## src/rtl/gpio_bank_pkg.sv

```systemverilog
package gpio_bank_pkg;
  localparam int NPINS = 4;
  localparam int DW    = 8;
  localparam int AW    = 8;

  localparam logic [AW-1:0] OFS_CTRL = 8'h05;
  localparam logic [AW-1:0] OFS_DRV  = 8'h20;
  localparam logic [AW-1:0] OFS_DEN  = 8'h21;
  localparam logic [AW-1:0] OFS_LVL  = 8'h22;
  localparam logic [AW-1:0] OFS_PDD  = 8'h25;

  localparam int TX_PIN    = 2;
  localparam int RX_PIN    = 3;
  localparam int CTL_IRQ   = 0;
  localparam int CTL_SER   = 1;
  localparam int CTL_BITS  = 2;

  // Widen a narrow field onto the data bus with zero fill.
  function automatic logic [DW-1:0] pad_field(input logic [NPINS-1:0] v);
    return {{(DW-NPINS){1'b0}}, v};
  endfunction

  // Mask of pins whose driver a takeover switches off.
  function automatic logic [NPINS-1:0] forced_off(input logic ser, input logic irq);
    logic [NPINS-1:0] m;
    m = '0;
    m[RX_PIN] = ser;
    m[0]      = irq;
    m[1]      = irq;
    return m;
  endfunction
endpackage

```

## src/rtl/gpio_sync2.sv

```systemverilog
module gpio_sync2 #(
  parameter int W = 4
) (
  input  logic         clk,
  input  logic         rst_n,
  input  logic [W-1:0] d,
  output logic [W-1:0] q
);
  logic [W-1:0] meta_q;

  always_ff @(posedge clk or negedge rst_n) begin
    if (!rst_n) begin
      meta_q <= '0;
      q      <= '0;
    end else begin
      meta_q <= d;
      q      <= meta_q;
    end
  end
endmodule

```

## src/rtl/gpio_regfile.sv

```systemverilog
module gpio_regfile
  import gpio_bank_pkg::*;
(
  input  logic                clk,
  input  logic                rst_n,
  input  logic [AW-1:0]       addr,
  input  logic                wr,
  input  logic                rd,
  input  logic [DW-1:0]       wdata,
  input  logic [NPINS-1:0]    lvl_sync,
  output logic [DW-1:0]       rdata,
  output logic [NPINS-1:0]    drv_q,
  output logic [NPINS-1:0]    den_q,
  output logic [NPINS-1:0]    pdd_q,
  output logic [CTL_BITS-1:0] ctl_q
);
  logic hit_drv, hit_den, hit_pdd, hit_ctl, hit_lvl;

  assign hit_drv = (addr == OFS_DRV);
  assign hit_den = (addr == OFS_DEN);
  assign hit_pdd = (addr == OFS_PDD);
  assign hit_ctl = (addr == OFS_CTRL);
  assign hit_lvl = (addr == OFS_LVL);

  always_ff @(posedge clk or negedge rst_n) begin
    if (!rst_n) begin
      drv_q <= '0;
      den_q <= '0;
      pdd_q <= '0;
      ctl_q <= '0;
    end else if (wr) begin
      if (hit_drv) drv_q <= wdata[NPINS-1:0];
      if (hit_den) den_q <= wdata[NPINS-1:0];
      if (hit_pdd) pdd_q <= wdata[NPINS-1:0];
      if (hit_ctl) ctl_q <= wdata[CTL_BITS-1:0];
    end
  end

  always_comb begin
    rdata = '0;
    if (rd) begin
      unique case (1'b1)
        hit_drv: rdata = pad_field(drv_q);
        hit_den: rdata = pad_field(den_q);
        hit_pdd: rdata = pad_field(pdd_q);
        hit_lvl: rdata = pad_field(lvl_sync);
        hit_ctl: rdata = {{(DW-CTL_BITS){1'b0}}, ctl_q};
        default: rdata = '0;
      endcase
    end
  end

  assert_reserved_zero_R2: assert property (@(posedge clk) disable iff (!rst_n)
    rdata[DW-1:NPINS] == '0);

  assert_level_readonly_R5: assert property (@(posedge clk) disable iff (!rst_n)
    (wr && hit_lvl) |=> ($stable(drv_q) && $stable(den_q) && $stable(pdd_q) && $stable(ctl_q)));

  assert_idle_read_zero_R6: assert property (@(posedge clk) disable iff (!rst_n)
    !rd |-> rdata == '0);
endmodule

```

## src/rtl/gpio_pinmux.sv

```systemverilog
module gpio_pinmux
  import gpio_bank_pkg::*;
(
  input  logic [NPINS-1:0]    drv_q,
  input  logic [NPINS-1:0]    den_q,
  input  logic [NPINS-1:0]    pdd_q,
  input  logic [CTL_BITS-1:0] ctl_q,
  input  logic [NPINS-1:0]    lvl_sync,
  input  logic                ser_tx,
  output logic [NPINS-1:0]    pad_out,
  output logic [NPINS-1:0]    pad_oe,
  output logic [NPINS-1:0]    pad_pd_en,
  output logic                ser_rx,
  output logic [1:0]          ext_irq
);
  logic ser_on, irq_on;
  logic [NPINS-1:0] off_mask;

  assign ser_on   = ctl_q[CTL_SER];
  assign irq_on   = ctl_q[CTL_IRQ];
  assign off_mask = forced_off(ser_on, irq_on);

  always_comb begin
    pad_out = drv_q;
    pad_oe  = den_q & ~off_mask;
    if (ser_on) begin
      pad_out[TX_PIN] = ser_tx;
      pad_oe[TX_PIN]  = 1'b1;
    end
  end

  assign pad_pd_en = ~pdd_q;
  assign ser_rx    = ser_on ? lvl_sync[RX_PIN] : 1'b1;
  assign ext_irq   = irq_on ? lvl_sync[1:0] : 2'b00;
endmodule

```

## src/rtl/gpio_alt_bank.sv

```systemverilog
module gpio_alt_bank
  import gpio_bank_pkg::*;
(
  input  logic             clk,
  input  logic             rst_n,
  input  logic [7:0]       bus_addr,
  input  logic             bus_wr,
  input  logic             bus_rd,
  input  logic [7:0]       bus_wdata,
  output logic [7:0]       bus_rdata,
  input  logic [3:0]       pad_in,
  output logic [3:0]       pad_out,
  output logic [3:0]       pad_oe,
  output logic [3:0]       pad_pd_en,
  input  logic             ser_tx,
  output logic             ser_rx,
  output logic [1:0]       ext_irq
);
  logic [NPINS-1:0]    lvl_sync;
  logic [NPINS-1:0]    drv_q, den_q, pdd_q;
  logic [CTL_BITS-1:0] ctl_q;
  logic                ser_mode, irq_mode;

  assign ser_mode = ctl_q[CTL_SER];
  assign irq_mode = ctl_q[CTL_IRQ];

  gpio_sync2 #(.W(NPINS)) u_sync (
    .clk(clk), .rst_n(rst_n), .d(pad_in), .q(lvl_sync)
  );

  gpio_regfile u_regs (
    .clk(clk), .rst_n(rst_n), .addr(bus_addr), .wr(bus_wr), .rd(bus_rd),
    .wdata(bus_wdata), .lvl_sync(lvl_sync), .rdata(bus_rdata),
    .drv_q(drv_q), .den_q(den_q), .pdd_q(pdd_q), .ctl_q(ctl_q)
  );

  gpio_pinmux u_mux (
    .drv_q(drv_q), .den_q(den_q), .pdd_q(pdd_q), .ctl_q(ctl_q),
    .lvl_sync(lvl_sync), .ser_tx(ser_tx), .pad_out(pad_out), .pad_oe(pad_oe),
    .pad_pd_en(pad_pd_en), .ser_rx(ser_rx), .ext_irq(ext_irq)
  );

  assert_reset_tristate_R1: assert property (@(posedge clk)
    !rst_n |=> (pad_oe == '0 && pad_pd_en == '1 && ext_irq == '0));

  assert_tx_drive_R7: assert property (@(posedge clk) disable iff (!rst_n)
    ser_mode |-> (pad_oe[TX_PIN] && pad_out[TX_PIN] == ser_tx && !pad_oe[RX_PIN]));

  assert_rx_idle_R7: assert property (@(posedge clk) disable iff (!rst_n)
    !ser_mode |-> ser_rx);

  assert_irq_listen_R8: assert property (@(posedge clk) disable iff (!rst_n)
    irq_mode |-> (pad_oe[1:0] == 2'b00 && ext_irq == lvl_sync[1:0]));

  assert_irq_quiet_R8: assert property (@(posedge clk) disable iff (!rst_n)
    !irq_mode |-> ext_irq == 2'b00);

  assert_plain_enable_R3: assert property (@(posedge clk) disable iff (!rst_n)
    (ctl_q == '0) |-> (pad_oe == den_q));
endmodule

```

## config.mk

```make
export PLATFORM = sky130hd
export DESIGN_NAME = gpio_alt_bank
export DESIGN_NICKNAME = d
export VERILOG_FILES = /design/src/rtl/gpio_bank_pkg.sv /design/src/rtl/gpio_sync2.sv /design/src/rtl/gpio_regfile.sv /design/src/rtl/gpio_pinmux.sv /design/src/rtl/gpio_alt_bank.sv
export SDC_FILE = /design/constraint.sdc
export NUM_CORES = 1
export LEC_CHECK = 0
export BUFFER_PORTS_ARGS = -buffer_cell sky130_fd_sc_hd__clkbuf_2
export CAP_MARGIN = 20
export CELL_PAD_IN_SITES_DETAIL_PLACEMENT = 0
export CELL_PAD_IN_SITES_GLOBAL_PLACEMENT = 1
export CORE_ASPECT_RATIO = 1.75
export CORE_MARGIN = 4
export CORE_UTILIZATION = 39
export CTS_CLUSTER_SIZE = 25
export DETAILED_ROUTE_END_ITERATION = 16
export PLACE_DENSITY_LB_ADDON = 0.1
export SLEW_MARGIN = 40
export SYNTH_ARGS = -nofsm -noshare
export SYNTH_HDL_FRONTEND = slang
export SYNTH_HIERARCHICAL = 1
export SYNTH_SLANG_ARGS = --single-unit
```

## constraint.sdc

```tcl
create_clock -name clk -period 2.8 [get_ports clk]
set_clock_uncertainty 0.15 [all_clocks]
set_input_delay 0.28 -clock clk [delete_from_list [all_inputs] [get_ports clk]]
set_output_delay 0.28 -clock clk [all_outputs]
set_load 0.005 [all_outputs]
```

==> out/summary.txt, run 1 <==
Synth cell types - 29
Crit start category - input port
Top cell type's share of synthesized area - 46.46%
Cell row count - 26
Global-route met3 utilization - 2.569%
Vias in the first global route - 783
Placed instance area - 0.001324 sq mm
WP data required - 2370 ps
Placer Congestion - 0.7266
Post-layout min period - 1748 ps
Global routing met1 resource utilization - 15.25%
Worst-path maximum fanout - 5
Synth area leaders - dfrtp_1, mux2_2, mux2_4
CTS Hold Bufs - 5
CTS Buf Count - 3
Initial DRT Pass Iterations - 3
VDD IR max - 0.3360 mV
Final core occ - 48.80%
Routed WL - 2424 um
Final setup viols - 0
Initial Util - 40.47%
Initial antenna violation count - 0
Post-Syn Area - 0.001185 sq mm
Yosys reg bits - 22
Total track usage - 12.77%
Area of the core - 0.002928 sq mm
Critical Path Max Stage Delay - 380 ps
Layout net count - 162
Post-CTS resize count - 0
Hold WC Path Type - in -> reg
Register area share after synthesis - 46.46%
Vias per cell - 4.909
GRT overflow - 0
HPWL after detailed placement - 1920 um
Hold Startpoint - bus_wdata[2]
Diode count - 0
RSZ-0062 raised after global routing - no
Origin of the critical flop-to-flop path - u_regs/ctl_q[1]$_DFFE_PN0P_
DIE AREA - 0.004019 sq mm
Tot Pwr - 0.6513 mW
Final hold viol count - 0
Kind of critical path - in -> out
Root Driver - clkbuf_8
Average wire per standard cell - 14.78 um
Layout cells sized above 1 - 48.53%
Fmax - 0.5721 GHz
Power Density - 455.8 mW/mm^2
Critical path buffers and inverters - 2
Htree depth - 1
Die height - 80.92 um
Measured slew at the worst slew-check pin - 537.5 ps
Clock Pin Slew Worst Setup and Hold Paths - 70 ps
Detail Route Antenna Nets - 0
Period utilisation layout - 62.43%
Largest net degree at the start of global routing - 23
Die X - 49.67 um
Status - complete, no violations
CP most frequent cell - clkbuf_2
Clock buffer depth - 2
Setup repair bufs after CTS - 0
Initial drt markers - 14
Post-route cell area - 0.001429 sq mm
Synth Instances - 97
GRT met2 Usage - 21.49%
Crit path max-delay family - simple AND/OR/NAND/NOR gates
Fill cells - 280
Clock sink count - 22
Crit. End Element - output port
Slew HR - 64.17%
Busiest metal layer after global routing - met2
Clock latency on the worst-skew pair - 260 ps
Yosys warns - 6
Via count - 805
Port bufs - 39
CTS tree - done
Arrival @ worst endpoint - 1320 ps
DRC - 0
Max_cap viols - 0
Critical path cell sequence - clkbuf_2, nor4_4, and3b_4, a2bb2oi_1, nor2_1, clkbuf_2
Largest area contributor in the netlist - dfrtp_1
P&R area growth vs syn - 20.59%
I/O pin count - 48
Crit path launch - bus_addr[4]
Leak - 0.7286 nW
Syn avg cell area - 12.22 sq um
Setup TNS - 0 ps
Global-route wire length before repair - 3829 um
Slowest cell on the critical path - nor4_4
Max-slew violation count - 0
[registers in the layout, summed over array words and instances, names as in the netlist]
signal and cells:
u_regs/ctl_q 2, u_regs/den_q 4, u_regs/drv_q 4, u_sync/q 4, u_regs/pdd_q 4, u_sync/meta_q 4
[stage by stage]
stage	instances	worst slack [ps]	hold slack [ps]
floorplan	100	1110	-165.6
global placement	155	793.5	127.4
detailed placement	155	785.6	140.1
CTS	164	1041	124.9
global route	164	948.6	129.2
finish	164	1052	128.4
[cells in the mapped netlist]
| cell | number |
|---|---|
| a2bb2oi_1 | 2 |
| and2_1 | 2 |
| nor2_1 | 5 |
| or2_1 | 1 |
| nand3_2 | 1 |
| conb_1 | 1 |
| nand2b_1 | 1 |
| dfrtp_1 | 22 |
| nand2_1 | 2 |
| and3_1 | 2 |
| inv_1 | 4 |
| and3b_4 | 1 |
| a21oi_1 | 2 |
| a211oi_1 | 1 |
| buf_6 | 4 |
| nor2b_4 | 1 |
| nor2b_1 | 4 |
| buf_2 | 1 |
| buf_4 | 7 |
| and2b_2 | 1 |
| o21ai_0 | 1 |
| o2bb2ai_1 | 2 |
| nor4_4 | 1 |
| nor3_1 | 2 |
| and3b_2 | 1 |
| mux2_2 | 12 |
| mux2i_1 | 6 |
| nand3_1 | 2 |
| mux2_4 | 5 |
[final timing paths]
| path | endpoint | slack [ps] | cells past startpoint |
|---|---|---|---|
| max | bus_rdata[0] | 1050 | 6 |
| min | u_regs/den_q[2]$_DFFE_PN0P_ | 130 | 2 |
| max reg2reg | u_regs/ctl_q[1]$_DFFE_PN0P_ | 1810 | 1 |
| min reg2reg | u_sync/q[3]$_DFF_PN0_ | 200 | 0 |
| max in group asynchronous | u_regs/drv_q[1]$_DFFE_PN0P_ | 1760 | 2 |
| min in group asynchronous | u_regs/pdd_q[2]$_DFFE_PN0P_ | 380 | 2 |
[per-layer routing]
| metal | routed length (um) | share of wire (%) |
|---|---|---|
| met5 | 0 | 0 |
| met4 | 48 | 2.0 |
| met3 | 116 | 4.8 |
| met2 | 1247 | 51 |
| met1 | 1011 | 42 |
[where the power goes]
part           internal (mW)  switching (mW)
Combinational         0.0459          0.0390
Clock                  0.125          0.0977
Sequential             0.333          0.0102
Total                  0.504           0.147
[final cells by class]
type / count / area, sq um / share of cell area (%)
clock buffer: 4 / 55.05 / 3.853
inverter: 4 / 15.01 / 1.051
multi-input combinational: 62 / 528.0 / 36.95
sequential: 22 / 550.5 / 38.53
tap: 28 / 35.03 / 2.452
timing repair buffer: 44 / 245.2 / 17.16
[placed cells by master (no fill, tap or decap), types with 4 or more instances in the layout]
| cell | instances |
|---|---|
| clkbuf_2 | 39 |
| nor2b_1 | 4 |
| conb_1 | 4 |
| mux2_4 | 5 |
| nor2_1 | 5 |
| dfrtp_1 | 22 |
| dlygate4sd3_1 | 5 |
| clkbuf_8 | 4 |
| mux2i_1 | 6 |
| mux2_2 | 12 |
| inv_1 | 4 |
[kinds of logic after synthesis]
kind of cell | synth area share (%)
flip-flops | 46.46
other | 0.3165
AND/OR/NAND/NOR | 15.63
multiplexers | 22.81
AO/OA/AOI/OAI | 4.858
buffers and inverters | 9.925
Power figures use the tool's default switching activity.
==> run 2: changes to the inputs <==
--- a/config.mk
+++ b/config.mk
@@ -11,7 +11,7 @@
 export CELL_PAD_IN_SITES_GLOBAL_PLACEMENT = 1
 export CORE_ASPECT_RATIO = 1.75
 export CORE_MARGIN = 4
-export CORE_UTILIZATION = 39
+export CORE_UTILIZATION = 36
 export CTS_CLUSTER_SIZE = 25
 export DETAILED_ROUTE_END_ITERATION = 16
 export PLACE_DENSITY_LB_ADDON = 0.1
==> constraint.sdc (replaced) <==
create_clock -name clk -period 1.8 [get_ports clk]
set_clock_uncertainty 0.15 [all_clocks]
set_input_delay 0.18 -clock clk [delete_from_list [all_inputs] [get_ports clk]]
set_output_delay 0.18 -clock clk [all_outputs]
set_load 0.005 [all_outputs]
==> out/summary.txt, run 2 (synthesis results as in run 1) <==
Initial DRT Pass Iterations - 4 (was 3)
Layout cells sized above 1 - 50.00% (was 48.53%)
Final worst-path setup slack - 219.6 ps (was 1052 ps)
CTS Hold Bufs - 5 (unchanged)
Post-CTS resize count - 0 (unchanged)
Clock Pin Slew Worst Setup and Hold Paths - 70 ps (about the same)
Post-layout min period - 1580 ps
Placer Congestion - 0.6879 (was 0.7266)
CTS Buf Count - 3 (unchanged)
Area of the core - 0.003142 sq mm (was 0.002928 sq mm)
Most frequent cells in the layout - clkbuf_2, dfrtp_1, mux2_2, mux2i_1 (unchanged)
Critical path buffers and inverters - 1 (was 2)
WP data required - 1470 ps (was 2370 ps)
Diode count - 0 (unchanged)
CTS tree - done (unchanged)
Multi-input logic area - 528.0 sq um (unchanged)
Leak - 0.7480 nW (was 0.7286 nW)
Max-slew violation count - 0 (unchanged)
Die X - 51.37 um (was 49.67 um)
Post-route cell area - 0.001471 sq mm (was 0.001429 sq mm)
Die height - 83.89 um (was 80.92 um)
HPWL after detailed placement - 1984 um (was 1920 um)
Period utilisation layout - 87.80%
Setup repair bufs after CTS - 0 (unchanged)
Slowest cell on the critical path - dfrtp_1 (was nor4_4)
Largest net degree at the start of global routing - 23 (unchanged)
Kind of critical path - reg -> out (was in -> out)
Worst-path maximum fanout - 3 (was 5)
Final core occ - 46.83% (was 48.80%)
Vias per cell - 4.590 (was 4.909)
Most common cell after layout, fill and taps aside - clkbuf_2 (unchanged)
DIE AREA - 0.004309 sq mm (was 0.004019 sq mm)
Clock latency on the worst-skew pair - 250 ps (was 260 ps)
Crit path max-delay family - flip-flops (was simple AND/OR/NAND/NOR gates)
Crit. End Element - output port (unchanged)
Slew HR - 64.28% (was 64.17%)
Layout net count - 167 (was 162)
Routed WL - 2455 um (was 2424 um)
Global-route wire length before repair - 4222 um (was 3829 um)
GRT overflow - 0 (unchanged)
Initial drt markers - 18 (was 14)
FF+latch area - 550.5 sq um (unchanged)
Setup TNS - 0 ps (unchanged)
Place WS - 135.3 ps (was 785.6 ps)
Crit start category - register (was input port)
Htree depth - 1 (unchanged)
Max_cap viols - 0 (unchanged)
P&R area growth vs syn - 24.18% (was 20.59%)
Clock sink count - 22 (unchanged)
Status - complete, no violations (unchanged)
Measured slew at the worst slew-check pin - 535.8 ps (was 537.5 ps)
Final hold viol count - 0 (unchanged)
Initial antenna violation count - 0 (unchanged)
Placed instance area - 0.001380 sq mm (was 0.001324 sq mm)
Vias in the first global route - 938 (was 783)
I/O pin count - 48 (unchanged)
Total track usage - 12.81% (was 12.77%)
RSZ-0062 raised after global routing - no (unchanged)
Final setup viols - 0 (unchanged)
Hold WC Path Type - in -> reg (unchanged)
Critical Path Max Stage Delay - 400 ps (was 380 ps)
Power Density - 653.1 mW/mm^2 (was 455.8 mW/mm^2)
Via count - 840 (was 805)
Detail Route Antenna Nets - 0 (unchanged)
Arrival @ worst endpoint - 1250 ps (was 1320 ps)
Average wire per standard cell - 13.42 um (was 14.78 um)
DRC - 0 (unchanged)
Critical path cell sequence - mux2_2, a21oi_1, nor2_1, clkbuf_2 (was clkbuf_2, nor4_4, and3b_4, a2bb2oi_1, nor2_1, clkbuf_2)
Clock buffer depth - 2 (unchanged)
Cell row count - 27 (was 26)
Port bufs - 39 (unchanged)
VDD IR max - 0.4458 mV (was 0.3360 mV)
Fmax - 0.6327 GHz
Initial Util - 37.71% (was 40.47%)
Fill cells - 314 (was 280)
Root Driver - clkbuf_8 (unchanged)
run 2: final timing paths:
| path | endpoint | slack [ps] | start | depth (start not counted) |
|---|---|---|---|---|
| min reg2reg | u_sync/q[0]$_DFF_PN0_ | 200 | u_sync/meta_q[0]$_DFF_PN0_ | 0 |
| min in group asynchronous | u_regs/pdd_q[2]$_DFFE_PN0P_ | 280 | rst_n | 2 |
| min | u_regs/drv_q[2]$_DFFE_PN0P_ | 40 | bus_wdata[2] | 2 |
| max in group asynchronous | u_regs/drv_q[0]$_DFFE_PN0P_ | 860 | rst_n | 2 |
| max | bus_rdata[2] | 220 | u_regs/pdd_q[2]$_DFFE_PN0P_ | 4 |
| max reg2reg | u_regs/ctl_q[1]$_DFFE_PN0P_ | 800 | u_regs/ctl_q[1]$_DFFE_PN0P_ | 1 |
run 2: final cells by class:
class / instances / share of cell area [%]
inverter: 4 / 1.020
tap: 43 / 3.656
clock buffer: 3 / 2.806
multi-input combinational: 62 / 35.88
timing repair buffer: 49 / 19.22
sequential: 22 / 37.41
run 2: through the flow:
| stage | power, mW | instances | hold WS [ps] |
|---|---|---|---|
| after floorplan | 0.6221 | 100 | -265.6 |
| after global placement | 0.6707 | 175 | 33.98 |
| after detailed placement | 0.6741 | 175 | 45.92 |
| after CTS | 0.9777 | 183 | 36.39 |
| after global routing | 1.016 | 183 | 37.48 |
| final | 0.9610 | 183 | 40.21 |
run 2: metal layers:
| metal | vias up | track usage [%] | wire, um |
|---|---|---|---|
| met4 | 0 | 5.012 | 21 |
| met1 | 402 | 15.76 | 979 |
| li1 | 407 | - | - |
| met5 | - | 0 | 0 |
| met3 | 2 | 2.147 | 146 |
| met2 | 29 | 21.58 | 1308 |
run 2: report_power, final:
part | internal (mW) | switching [mW]
Clock | 0.149 | 0.142
Sequential | 0.518 | 0.0163
Combinational | 0.0738 | 0.0615
Total | 0.741 | 0.220
==> run 3: changes to the inputs <==
--- a/config.mk
+++ b/config.mk
@@ -12,10 +12,11 @@
 export CORE_ASPECT_RATIO = 1.75
 export CORE_MARGIN = 4
 export CORE_UTILIZATION = 36
+export CTS_CLUSTER_DIAMETER = 200
 export CTS_CLUSTER_SIZE = 25
 export DETAILED_ROUTE_END_ITERATION = 16
 export PLACE_DENSITY_LB_ADDON = 0.1
-export SLEW_MARGIN = 40
+export RECOVER_POWER = 100
 export SYNTH_ARGS = -nofsm -noshare
 export SYNTH_HDL_FRONTEND = slang
 export SYNTH_HIERARCHICAL = 1
==> out/summary.txt, run 3 (synthesis results as in run 1) <==
Worst reg2reg path depth - 1 (unchanged)
Crit start category - input port (was register)
Final hold viol count - 0 (unchanged)
WP data required - 1790 ps (was 1470 ps)
I/O pin count - 48 (unchanged)
Kind of critical path - in -> reg (was reg -> out)
GRT overflow - 0 (unchanged)
Setup TNS - 0 ps (unchanged)
Most common cell after layout, fill and taps aside - clkbuf_2 (unchanged)
Origin of the critical flop-to-flop path - u_regs/ctl_q[1]$_DFFE_PN0P_ (unchanged)
Period utilisation layout - 90.63% (was 87.80%)
Worst-path maximum fanout - 4 (was 3)
VDD IR max - 0.4714 mV (was 0.4458 mV)
Vias per cell - 4.667 (was 4.590)
Vias in the first global route - 938 (unchanged)
Crit path launch - bus_addr[4] (was u_regs/pdd_q[2]$_DFFE_PN0P_)
Critical path cell sequence - clkbuf_2, nor4_1, and3b_4, clkbuf_1, nand3_1, mux2_2 (was mux2_2, a21oi_1, nor2_1, clkbuf_2)
Initial drt markers - 14 (was 18)
Placer Congestion - 0.6879 (unchanged)
Clock sink count - 22 (unchanged)
HPWL after detailed placement - 1984 um (unchanged)
Post-CTS resize count - 0 (unchanged)
Critical Path Max Stage Delay - 350 ps (was 400 ps)
CTS Buf Count - 3 (unchanged)
Detail Route Antenna Nets - 0 (unchanged)
RSZ-0062 raised after global routing - no (unchanged)
Diode count - 0 (unchanged)
Die height - 83.89 um (unchanged)
DRC - 0 (unchanged)
Slew HR - 64.31% (was 64.28%)
Crit. End Element - register (was output port)
Measured slew at the worst slew-check pin - 535.4 ps (was 535.8 ps)
Leak - 0.7165 nW (was 0.7480 nW)
Port bufs - 39 (unchanged)
Initial Util - 37.71% (unchanged)
Global-route wire length before repair - 4222 um (unchanged)
Largest net degree at the start of global routing - 23 (unchanged)
Total track usage - 12.81% (unchanged)
CTS Hold Bufs - 5 (unchanged)
Cell row count - 27 (unchanged)
CTS tree - done (unchanged)
Post-layout min period - 1631 ps (was 1580 ps)
Most frequent cells in the layout - clkbuf_2, dfrtp_1, mux2_2, clkbuf_1, mux2i_1 (was clkbuf_2, dfrtp_1, mux2_2, mux2i_1)
Root Driver - clkbuf_8 (unchanged)
Hold Startpoint - bus_wdata[2] (unchanged)
Area of the core - 0.003142 sq mm (unchanged)
Status - complete, no violations (unchanged)
Hold WC Path Type - in -> reg (unchanged)
Arrival @ worst endpoint - 1620 ps (was 1250 ps)
Clock latency on the worst-skew pair - 250 ps (about the same)
Final worst-path setup slack - 168.7 ps (was 219.6 ps)
Clock Pin Slew Worst Setup and Hold Paths - 70 ps (about the same)
Clock buffer depth - 2 (unchanged)
Via count - 854 (was 840)
Max_cap viols - 0 (unchanged)
DIE AREA - 0.004309 sq mm (unchanged)
WHS Path Cells - 2 (unchanged)
Htree depth - 1 (unchanged)
Die X - 51.37 um (unchanged)
Layout cells sized above 1 - 40.00% (was 50.00%)
Initial DRT Pass Iterations - 4 (unchanged)
Slowest cell on the critical path - nor4_1 (was dfrtp_1)
Place WS - 135.3 ps (unchanged)
Power Density - 671.2 mW/mm^2 (was 653.1 mW/mm^2)
Setup repair bufs after CTS - 0 (unchanged)
R2R Setup Slk - 810 ps (was 800 ps)
Max-slew violation count - 0 (unchanged)
Average wire per standard cell - 13.35 um (was 13.42 um)
Routed WL - 2443 um (was 2455 um)
P&R area growth vs syn - 19.43% (was 24.18%)
Fmax - 0.6130 GHz (was 0.6327 GHz)
Layout net count - 167 (unchanged)
Final setup viols - 0 (unchanged)
Initial antenna violation count - 0 (unchanged)
## run 3: changes by cell type in the layout (fill, tap and decap cells not counted), moves of 3 or more
cell      before  now
buf_4          5    2
clkbuf_1       0    7
clkbuf_2      39   35
mux2_1         0    3
mux2_4         5    2
## run 3: cell type report
cell class	count	area, sq um
multi-input cells	62	488.0
well taps	43	53.80
flip-flops and latches	22	550.5
clock buffers	3	41.29
inverters	4	15.01
repair buffers	49	266.5
fillers	330	1727
## run 3: worst max-delay path: cells and delay by family
family | cells | cell delay (ps)
AND/OR/NAND/NOR | 3 | 860
multiplexers | 1 | 350
buffers and inverters | 2 | 230
## run 3: through the flow
step / power, mW / hold slack [ps] / cells / instance area, sq um / util (%)
2_1_floorplan: 0.6221 / -265.6 / 100 / 1196 / -
3_3_place_gp: 0.6707 / 33.98 / 175 / 1380 / 43.93
3_5_place_dp: 0.6741 / 45.92 / 175 / 1380 / 43.93
4_1_cts: 0.9777 / 36.39 / 183 / 1471 / 46.83
5_1_grt: 1.006 / 28.08 / 183 / 1415 / 45.04
6_report: 0.9498 / 28.31 / 183 / 1415 / 45.04
## run 3: layer usage
metal  part of all wire, %  GRT usage [%]  wire (um)
met1                    40          15.76        970
met2                    53          21.58       1305
met3                   5.9          2.147        145
met4                  0.86          5.012         21
met5                     0              0          0
## run 3: final timing paths
kind,to
max in group asynchronous,u_regs/drv_q[0]$_DFFE_PN0P_
max reg2reg,u_regs/ctl_q[1]$_DFFE_PN0P_
min,u_regs/den_q[2]$_DFFE_PN0P_
min reg2reg,u_sync/q[0]$_DFF_PN0_
min in group asynchronous,u_regs/pdd_q[2]$_DFFE_PN0P_
max,u_regs/drv_q[1]$_DFFE_PN0P_
## run 3: report_power, final
| group | total, mW | internal [mW] | switching (mW) |
|---|---|---|---|
| clock network | 0.290 | 0.149 | 0.141 |
| logic | 0.126 | 0.0676 | 0.0580 |
| registers | 0.534 | 0.518 | 0.0161 |
| total | 0.950 | 0.735 | 0.215 |
